===== config.mk =====
export PLATFORM = sky130hd
export DESIGN_NAME = sysctl_port_decoder
export DESIGN_NICKNAME = d
export VERILOG_FILES = /design/src/rtl/sysctl_port_pkg.sv /design/src/rtl/sysctl_port_decode.sv /design/src/rtl/sysctl_key_matcher.sv /design/src/rtl/sysctl_event_regs.sv /design/src/rtl/sysctl_port_decoder.sv
export SDC_FILE = /design/constraint.sdc
export NUM_CORES = 1
export LEC_CHECK = 0
export CELL_PAD_IN_SITES_DETAIL_PLACEMENT = 1
export CELL_PAD_IN_SITES_GLOBAL_PLACEMENT = 2
export CORE_AREA = 4 4 88 90
export CTS_BUF_LIST = sky130_fd_sc_hd__clkbuf_2
export CTS_CLUSTER_DIAMETER = 120
export DETAILED_ROUTE_END_ITERATION = 12
export DIE_AREA = 0 0 92 94
export PLACE_DENSITY_LB_ADDON = 0.12
export SKIP_LAST_GASP = 1
export SLEW_MARGIN = 15
export SYNTH_ARGS = -nofsm -noshare
export SYNTH_HDL_FRONTEND = slang
export SYNTH_SLANG_ARGS = --single-unit

===== constraint.sdc =====
create_clock -name clk -period 5 [get_ports clk]
set_input_delay 1.5 -clock clk [delete_from_list [all_inputs] [get_ports clk]]
set_output_delay 1.5 -clock clk [all_outputs]
set_load 0.01 [all_outputs]

===== src/rtl/sysctl_port_pkg.sv =====
package sysctl_port_pkg;
    localparam int ADDR_W = 16;

    localparam logic [ADDR_W-1:0] P_POST    = 16'h0080;
    localparam logic [ADDR_W-1:0] P_A20     = 16'h0092;
    localparam logic [ADDR_W-1:0] P_FPUCLR  = 16'h00F0;
    localparam logic [ADDR_W-1:0] P_FWPAN0  = 16'h0400;
    localparam logic [ADDR_W-1:0] P_FWPAN1  = 16'h0401;
    localparam logic [ADDR_W-1:0] P_FWCHR0  = 16'h0402;
    localparam logic [ADDR_W-1:0] P_FWCHR1  = 16'h0403;
    localparam logic [ADDR_W-1:0] P_VIDCHR0 = 16'h0500;
    localparam logic [ADDR_W-1:0] P_VIDPAN0 = 16'h0501;
    localparam logic [ADDR_W-1:0] P_VIDPAN1 = 16'h0502;
    localparam logic [ADDR_W-1:0] P_VIDCHR1 = 16'h0503;
    localparam logic [ADDR_W-1:0] P_KEY     = 16'h8900;

    localparam int KEY_LEN = 8;
    localparam logic [8*KEY_LEN-1:0] KEY_STR = "Shutdown";

    typedef enum logic [2:0] {
        S_IDX0, S_IDX1, S_IDX2, S_IDX3, S_IDX4, S_IDX5, S_IDX6, S_IDX7
    } key_st_t;

    typedef struct packed {
        logic a20;
        logic fpuclr;
        logic fwpanic;
        logic vidpanic;
        logic chr;
        logic key;
    } port_hit_t;
endpackage


===== src/rtl/sysctl_port_decode.sv =====
module sysctl_port_decode
    import sysctl_port_pkg::*;
(
    input  logic              wr_stb,
    input  logic [ADDR_W-1:0] addr,
    output port_hit_t         hit
);
    always_comb begin
        hit          = '0;
        hit.a20      = wr_stb && (addr == P_A20);
        hit.fpuclr   = wr_stb && (addr == P_FPUCLR);
        hit.fwpanic  = wr_stb && (addr == P_FWPAN0 || addr == P_FWPAN1);
        hit.vidpanic = wr_stb && (addr == P_VIDPAN0 || addr == P_VIDPAN1);
        hit.chr      = wr_stb && (addr == P_FWCHR0 || addr == P_FWCHR1 ||
                                  addr == P_VIDCHR0 || addr == P_VIDCHR1);
        hit.key      = wr_stb && (addr == P_KEY);
    end
endmodule


===== src/rtl/sysctl_key_matcher.sv =====
module sysctl_key_matcher
    import sysctl_port_pkg::*;
(
    input  logic       clk,
    input  logic       rst,
    input  logic       key_wr,
    input  logic [7:0] key_byte,
    output logic       fire
);
    key_st_t    st, st_nxt;
    logic       fire_nxt;
    logic [7:0] expect_byte;

    always_comb begin
        expect_byte = KEY_STR[(KEY_LEN-1-int'(st))*8 +: 8];
    end

    always_ff @(posedge clk) begin
        if (rst) st <= S_IDX0;
        else     st <= st_nxt;
    end

    always_comb begin
        st_nxt   = st;
        fire_nxt = 1'b0;
        if (key_wr) begin
            unique case (st)
                S_IDX7: begin
                    st_nxt   = S_IDX0;
                    fire_nxt = (key_byte == expect_byte);
                end
                default: begin
                    st_nxt = (key_byte == expect_byte) ? key_st_t'(st + 3'd1) : S_IDX0;
                end
            endcase
        end
    end

    always_ff @(posedge clk) begin
        if (rst) fire <= 1'b0;
        else     fire <= fire_nxt;
    end
endmodule


===== src/rtl/sysctl_event_regs.sv =====
module sysctl_event_regs
    import sysctl_port_pkg::*;
#(
    parameter int DATA_W = 16
) (
    input  logic              clk,
    input  logic              rst,
    input  port_hit_t         hit,
    input  logic [DATA_W-1:0] wdata,
    input  logic              fpu_err_evt,
    output logic              a20_en,
    output logic              fpu_irq,
    output logic              fw_panic,
    output logic              vid_panic,
    output logic [DATA_W-1:0] panic_line,
    output logic              char_vld,
    output logic [7:0]        char_data
);
    always_ff @(posedge clk) begin
        if (rst) begin
            a20_en     <= 1'b0;
            fpu_irq    <= 1'b0;
            fw_panic   <= 1'b0;
            vid_panic  <= 1'b0;
            char_vld   <= 1'b0;
            panic_line <= '0;
            char_data  <= '0;
        end else begin
            if (hit.a20) a20_en <= wdata[1];
            if (fpu_err_evt)     fpu_irq <= 1'b1;
            else if (hit.fpuclr) fpu_irq <= 1'b0;
            fw_panic  <= hit.fwpanic;
            vid_panic <= hit.vidpanic;
            char_vld  <= hit.chr;
            if (hit.fwpanic || hit.vidpanic) panic_line <= wdata;
            if (hit.chr) char_data <= wdata[7:0];
        end
    end
endmodule


===== src/rtl/sysctl_port_decoder.sv =====
module sysctl_port_decoder
    import sysctl_port_pkg::*;
#(
    parameter int DATA_W = 16
) (
    input  logic              clk,
    input  logic              rst,
    input  logic              wr_stb,
    input  logic              rd_stb,
    input  logic [15:0]       addr,
    input  logic [DATA_W-1:0] wdata,
    output logic [DATA_W-1:0] rdata,
    input  logic              fpu_err_evt,
    output logic              a20_en,
    output logic              fpu_irq,
    output logic              shutdown_req,
    output logic              fw_panic,
    output logic              vid_panic,
    output logic [DATA_W-1:0] panic_line,
    output logic              char_vld,
    output logic [7:0]        char_data
);
    port_hit_t hit;

    sysctl_port_decode u_decode (
        .wr_stb (wr_stb),
        .addr   (addr),
        .hit    (hit)
    );

    sysctl_key_matcher u_key (
        .clk      (clk),
        .rst      (rst),
        .key_wr   (hit.key),
        .key_byte (wdata[7:0]),
        .fire     (shutdown_req)
    );

    sysctl_event_regs #(.DATA_W(DATA_W)) u_regs (
        .clk         (clk),
        .rst         (rst),
        .hit         (hit),
        .wdata       (wdata),
        .fpu_err_evt (fpu_err_evt),
        .a20_en      (a20_en),
        .fpu_irq     (fpu_irq),
        .fw_panic    (fw_panic),
        .vid_panic   (vid_panic),
        .panic_line  (panic_line),
        .char_vld    (char_vld),
        .char_data   (char_data)
    );

    always_comb begin
        rdata = '0;
        if (rd_stb && addr == P_A20) rdata[1] = a20_en;
    end
endmodule


==> impl_metrics.xml <==
<?xml version="1.0" encoding="UTF-8"?>
<metrics>
  <group name="outcome">
    <metric name="outcome" unit="">completed</metric>
  </group>
  <group name="floorplanning">
    <metric name="floorplan.initialDensity" unit="">0.239</metric>
    <metric name="die_h" unit="um">94</metric>
    <metric name="die-area" unit="um^2">8650</metric>
    <metric name="core_area" unit="um^2">7060</metric>
    <metric name="ios" unit="">83</metric>
    <metric name="floorplan.die.width" unit="um">92</metric>
    <metric name="standard_cell_row_count" unit="">31</metric>
  </group>
  <group name="cts">
    <metric name="ctsHtreeMaxLevel" unit="">2</metric>
    <metric name="clock_tree.buffer_depth" unit="">2</metric>
    <metric name="cts.reportedPaths.clkPinSlew" unit="ns">0.16</metric>
    <metric name="cts.root.buffer_cell" unit="">sky130_fd_sc_hd__clkbuf_2</metric>
    <metric name="worst_skew_pair_latency" unit="ns">0.35</metric>
    <metric name="cts_sinks" unit="">33</metric>
    <metric name="tritoncts.num_buffers" unit="">5</metric>
    <metric name="holdBufCountCts" unit="">0</metric>
    <metric name="cts_tree" unit="">built</metric>
  </group>
  <group name="logic_synthesis">
    <metric name="async_flop_share" unit="">0</metric>
    <metric name="yosys_reg_bits" unit="">33</metric>
    <metric name="edff_count_synth" unit="">0</metric>
    <metric name="synthTopCellsByArea" unit="">sky130_fd_sc_hd__dfxtp_1 (39%), sky130_fd_sc_hd__mux2i_1 (10%), sky130_fd_sc_hd__buf_4 (7.1%)</metric>
    <metric name="ys_top_cells_by_count" unit="">sky130_fd_sc_hd__dfxtp_1 (33), sky130_fd_sc_hd__nor2_1 (22), sky130_fd_sc_hd__mux2i_1 (17), sky130_fd_sc_hd__buf_4 (16), sky130_fd_sc_hd__a22o_1 (8)</metric>
    <metric name="synth_cells" unit="">179</metric>
    <metric name="synth.cell_area" unit="um^2">1690</metric>
    <metric name="synth_area_leader_cell" unit="">sky130_fd_sc_hd__dfxtp_1</metric>
    <metric name="synth_top_area_frac" unit="">0.392</metric>
    <metric name="synth.most_common_cell" unit="">sky130_fd_sc_hd__dfxtp_1</metric>
    <metric name="ys_seq_area_frac" unit="">0.392</metric>
    <metric name="postSynthAreaPerCell" unit="um^2">9.42</metric>
    <metric name="ys_types" unit="">45</metric>
    <metric name="ys_dominant_reg_cell" unit="">sky130_fd_sc_hd__dfxtp_1</metric>
    <metric name="synth_warnings" unit="">0</metric>
  </group>
  <group name="run">
    <metric name="maxCapViolations" unit="">0</metric>
  </group>
  <group name="layout">
    <metric name="synthToLayoutAreaGrowth" unit="%">49.6</metric>
    <metric name="final_layout_size_suffix_gt1_frac" unit="">0.0941</metric>
    <metric name="final_net_count" unit="">298</metric>
    <metric name="insertedDiodeCount" unit="">0</metric>
    <metric name="post-route-cell-area" unit="um^2">2520</metric>
    <metric name="finish.utilization" unit="">0.357</metric>
  </group>
  <group name="critical_path">
    <metric name="worst_r2r_path_depth" unit="">7</metric>
    <metric name="crit_start" unit="">addr[8]</metric>
    <metric name="worstSetupStartpointType" unit="">input port</metric>
    <metric name="crit_path_cell_trace" unit="">clkdlybuf4s50_1 &gt; nor4b_2 &gt; nand4_1 &gt; nor2_1 &gt; and3_1 &gt; clkdlybuf4s50_1</metric>
    <metric name="crit_arrival" unit="ns">3.32</metric>
    <metric name="r2r_end" unit="">u_key.st[2]$_SDFFE_PP0P_</metric>
    <metric name="worstSetupEndpointType" unit="">primary output</metric>
    <metric name="crit_type" unit="">in -&gt; out</metric>
    <metric name="cpMaxStageDelayCell" unit="">sky130_fd_sc_hd__clkdlybuf4s50_1</metric>
    <metric name="critical_path.reg2reg.startpoint" unit="">u_key.st[1]$_SDFFE_PP0P_</metric>
    <metric name="timing.reg2reg.setup_slack" unit="ns">2.91</metric>
    <metric name="worst-endpoint-required" unit="ns">3.50</metric>
    <metric name="critPathMostFrequentCell" unit="">sky130_fd_sc_hd__clkdlybuf4s50_1</metric>
    <metric name="critical_path.max_fanout" unit="">3</metric>
    <metric name="critical_path_s_largest_stage_delay" unit="ns">0.53</metric>
  </group>
  <group name="grt">
    <metric name="antenna_found_initial" unit="">0</metric>
    <metric name="wire_length_of_the_first_global_routing_pass" unit="um">7910</metric>
    <metric name="busiest_layer" unit="">met2</metric>
    <metric name="globalRouteMet1Util" unit="">0.139</metric>
    <metric name="use_met3" unit="">0.0272</metric>
    <metric name="globalRouteTotalUtil" unit="">0.116</metric>
    <metric name="grt_max_degree" unit="">19</metric>
    <metric name="number_of_global_route_vias_before_repair" unit="">1581</metric>
    <metric name="grt-ovfl-total" unit="">0</metric>
    <metric name="global_route.usage.met2" unit="">0.201</metric>
  </group>
  <group name="sta">
    <metric name="timing.final.crit_period" unit="ns">4.82</metric>
    <metric name="fin_setup_tns" unit="ns">0</metric>
    <metric name="grt_setup_unrepaired" unit="">false</metric>
    <metric name="max_freq" unit="GHz">0.208</metric>
    <metric name="fin_crit_sh" unit="">0.964</metric>
    <metric name="worst_pin_slew" unit="ns">0.642</metric>
    <metric name="finalSetupViolCount" unit="">0</metric>
    <metric name="timing_max_transition_violations_final" unit="">0</metric>
    <metric name="maxSlewHeadroom" unit="">0.570</metric>
    <metric name="timing.clock.skew" unit="ns">0.000410</metric>
    <metric name="hold_viol" unit="">0</metric>
  </group>
  <group name="routing">
    <metric name="residual_drc_count" unit="">0</metric>
    <metric name="first_iter_violations" unit="">38</metric>
    <metric name="postRouteAntennaNets" unit="">0</metric>
    <metric name="totalWireLength" unit="um">4780</metric>
    <metric name="via_count" unit="">1512</metric>
    <metric name="vias_per_cell" unit="">4.27</metric>
    <metric name="dr.pass1.iters" unit="">4</metric>
    <metric name="drt-wirelength-per-cell" unit="um">13.5</metric>
  </group>
  <group name="place">
    <metric name="io_buffer_count" unit="">67</metric>
    <metric name="gpl.final_weighted_congestion" unit="">0.667</metric>
    <metric name="placed_cell_area" unit="um^2">2450</metric>
    <metric name="place_hpwl" unit="um">3860</metric>
  </group>
  <group name="power">
    <metric name="peakVddDrop" unit="mV">0.104</metric>
    <metric name="power_density" unit="nW/um^2">200</metric>
    <metric name="cellLeakagePower" unit="nW">1.03</metric>
  </group>
  <group name="worst_hold_path">
    <metric name="min_delay_worst_endpoint" unit="">u_regs.char_data[0]$_SDFFE_PP0P_</metric>
    <metric name="hold_path_depth" unit="">1</metric>
    <metric name="hold_path_class" unit="">reg -&gt; reg</metric>
    <metric name="min-delay-start" unit="">u_regs.char_data[0]$_SDFFE_PP0P_</metric>
  </group>
</metrics>
-- kinds of logic (layout without fill, tap and decap cells) --
kind of cell    after synthesis  after routing  synth area share
simple gates                 72             72             0.254
flops                        33             33             0.392
buf+inv                      26             88            0.0950
compound gates               20             20            0.0883
mux                          17             17             0.101
fa+ha+maj                     7              7            0.0519
xor+xnor                      3              3            0.0156
other cells                   1             15           0.00222
-- critical path: cells and delay by family --
kind	cells	cell delay (ns)
AND/OR/NAND/NOR	4	0.84
buffers and inverters	2	0.96
-- through the flow --
step	hold slack (ns)	worst slack, ns	instances	power (mW)
5_1_grt	0.533	0.0585	354	0.533
6_report	0.498	0.182	354	0.505
3_3_place_gp	0.461	0.00596	346	0.335
4_1_cts	0.510	0.00966	354	0.517
2_1_floorplan	0.517	1.16	193	0.297
3_5_place_dp	0.468	0.0110	346	0.335
-- worst max path at each step --
stage | end | slack [ns] | depth (start not counted)
finish | rdata[1] | 0.18 | 6
global route | rdata[1] | 0.06 | 6
CTS | rdata[1] | 0.01 | 6
detailed placement | rdata[1] | 0.01 | 6
global placement | rdata[1] | 0.006 | 6
floorplan | rdata[1] | 1.16 | 4
-- area by class of cell --
type	count	area [um^2]
fill	845	4540
multi-input combinational	134	925
clock buffer	6	30.0
timing repair buffer	75	731
tap	99	124
sequential	33	661
clock inverter	2	33.8
inverter	5	18.8
-- registers in the layout (all words and copies together), names as in the netlist --
signal and count:
u_regs.panic_line 16, u_regs.a20_en 1, u_regs.fw_panic 1, u_regs.char_data 8
u_key.st 3, u_regs.char_vld 1, u_regs.vid_panic 1, u_key.fire 1
u_regs.fpu_irq 1
-- cell usage in the layout, fill, tap and decap left out, types with 2 or more instances in the layout --
cell type,synthesis,layout
sky130_fd_sc_hd__clkdlybuf4s50_1,0,67
sky130_fd_sc_hd__dfxtp_1,33,33
sky130_fd_sc_hd__nor2_1,22,22
sky130_fd_sc_hd__mux2i_1,17,17
sky130_fd_sc_hd__conb_1,1,15
sky130_fd_sc_hd__a22o_1,8,8
sky130_fd_sc_hd__buf_4,16,8
sky130_fd_sc_hd__nor3_1,7,7
sky130_fd_sc_hd__nand2_1,7,7
sky130_fd_sc_hd__ha_1,7,7
sky130_fd_sc_hd__clkbuf_2,1,6
sky130_fd_sc_hd__inv_1,5,5
sky130_fd_sc_hd__nand3_1,5,5
sky130_fd_sc_hd__a21oi_1,4,4
sky130_fd_sc_hd__nand4_1,3,3
sky130_fd_sc_hd__or3_1,3,3
sky130_fd_sc_hd__nand3b_1,3,3
sky130_fd_sc_hd__nor4b_2,1,2
sky130_fd_sc_hd__nor2b_1,2,2
sky130_fd_sc_hd__xnor2_1,2,2
sky130_fd_sc_hd__nor3b_1,2,2
sky130_fd_sc_hd__nor4b_1,3,2
sky130_fd_sc_hd__o41ai_1,2,2
-- layer usage --
layer | share of wire | vias to the layer above
li1 | - | 748
met1 | 0.43 | 703
met2 | 0.50 | 55
met3 | 0.057 | 6
met4 | 0.015 | 0
met5 | 0 | -
-- repair_timing --
| action | CTS | global route |
|---|---|---|
| buffers inserted | 0 | 0 |
| endpoints found under the setup margin | 0 | 1 |
| resized for setup | 0 | 1 |
-- power breakdown --
group          internal (mW)  total, mW  switching (mW)
logic                 0.0361     0.0656          0.0295
clock network         0.0854      0.175          0.0899
registers              0.264      0.264        0.000318
total                  0.385      0.505           0.120
No activity file was read; power rests on OpenSTA's default activity.
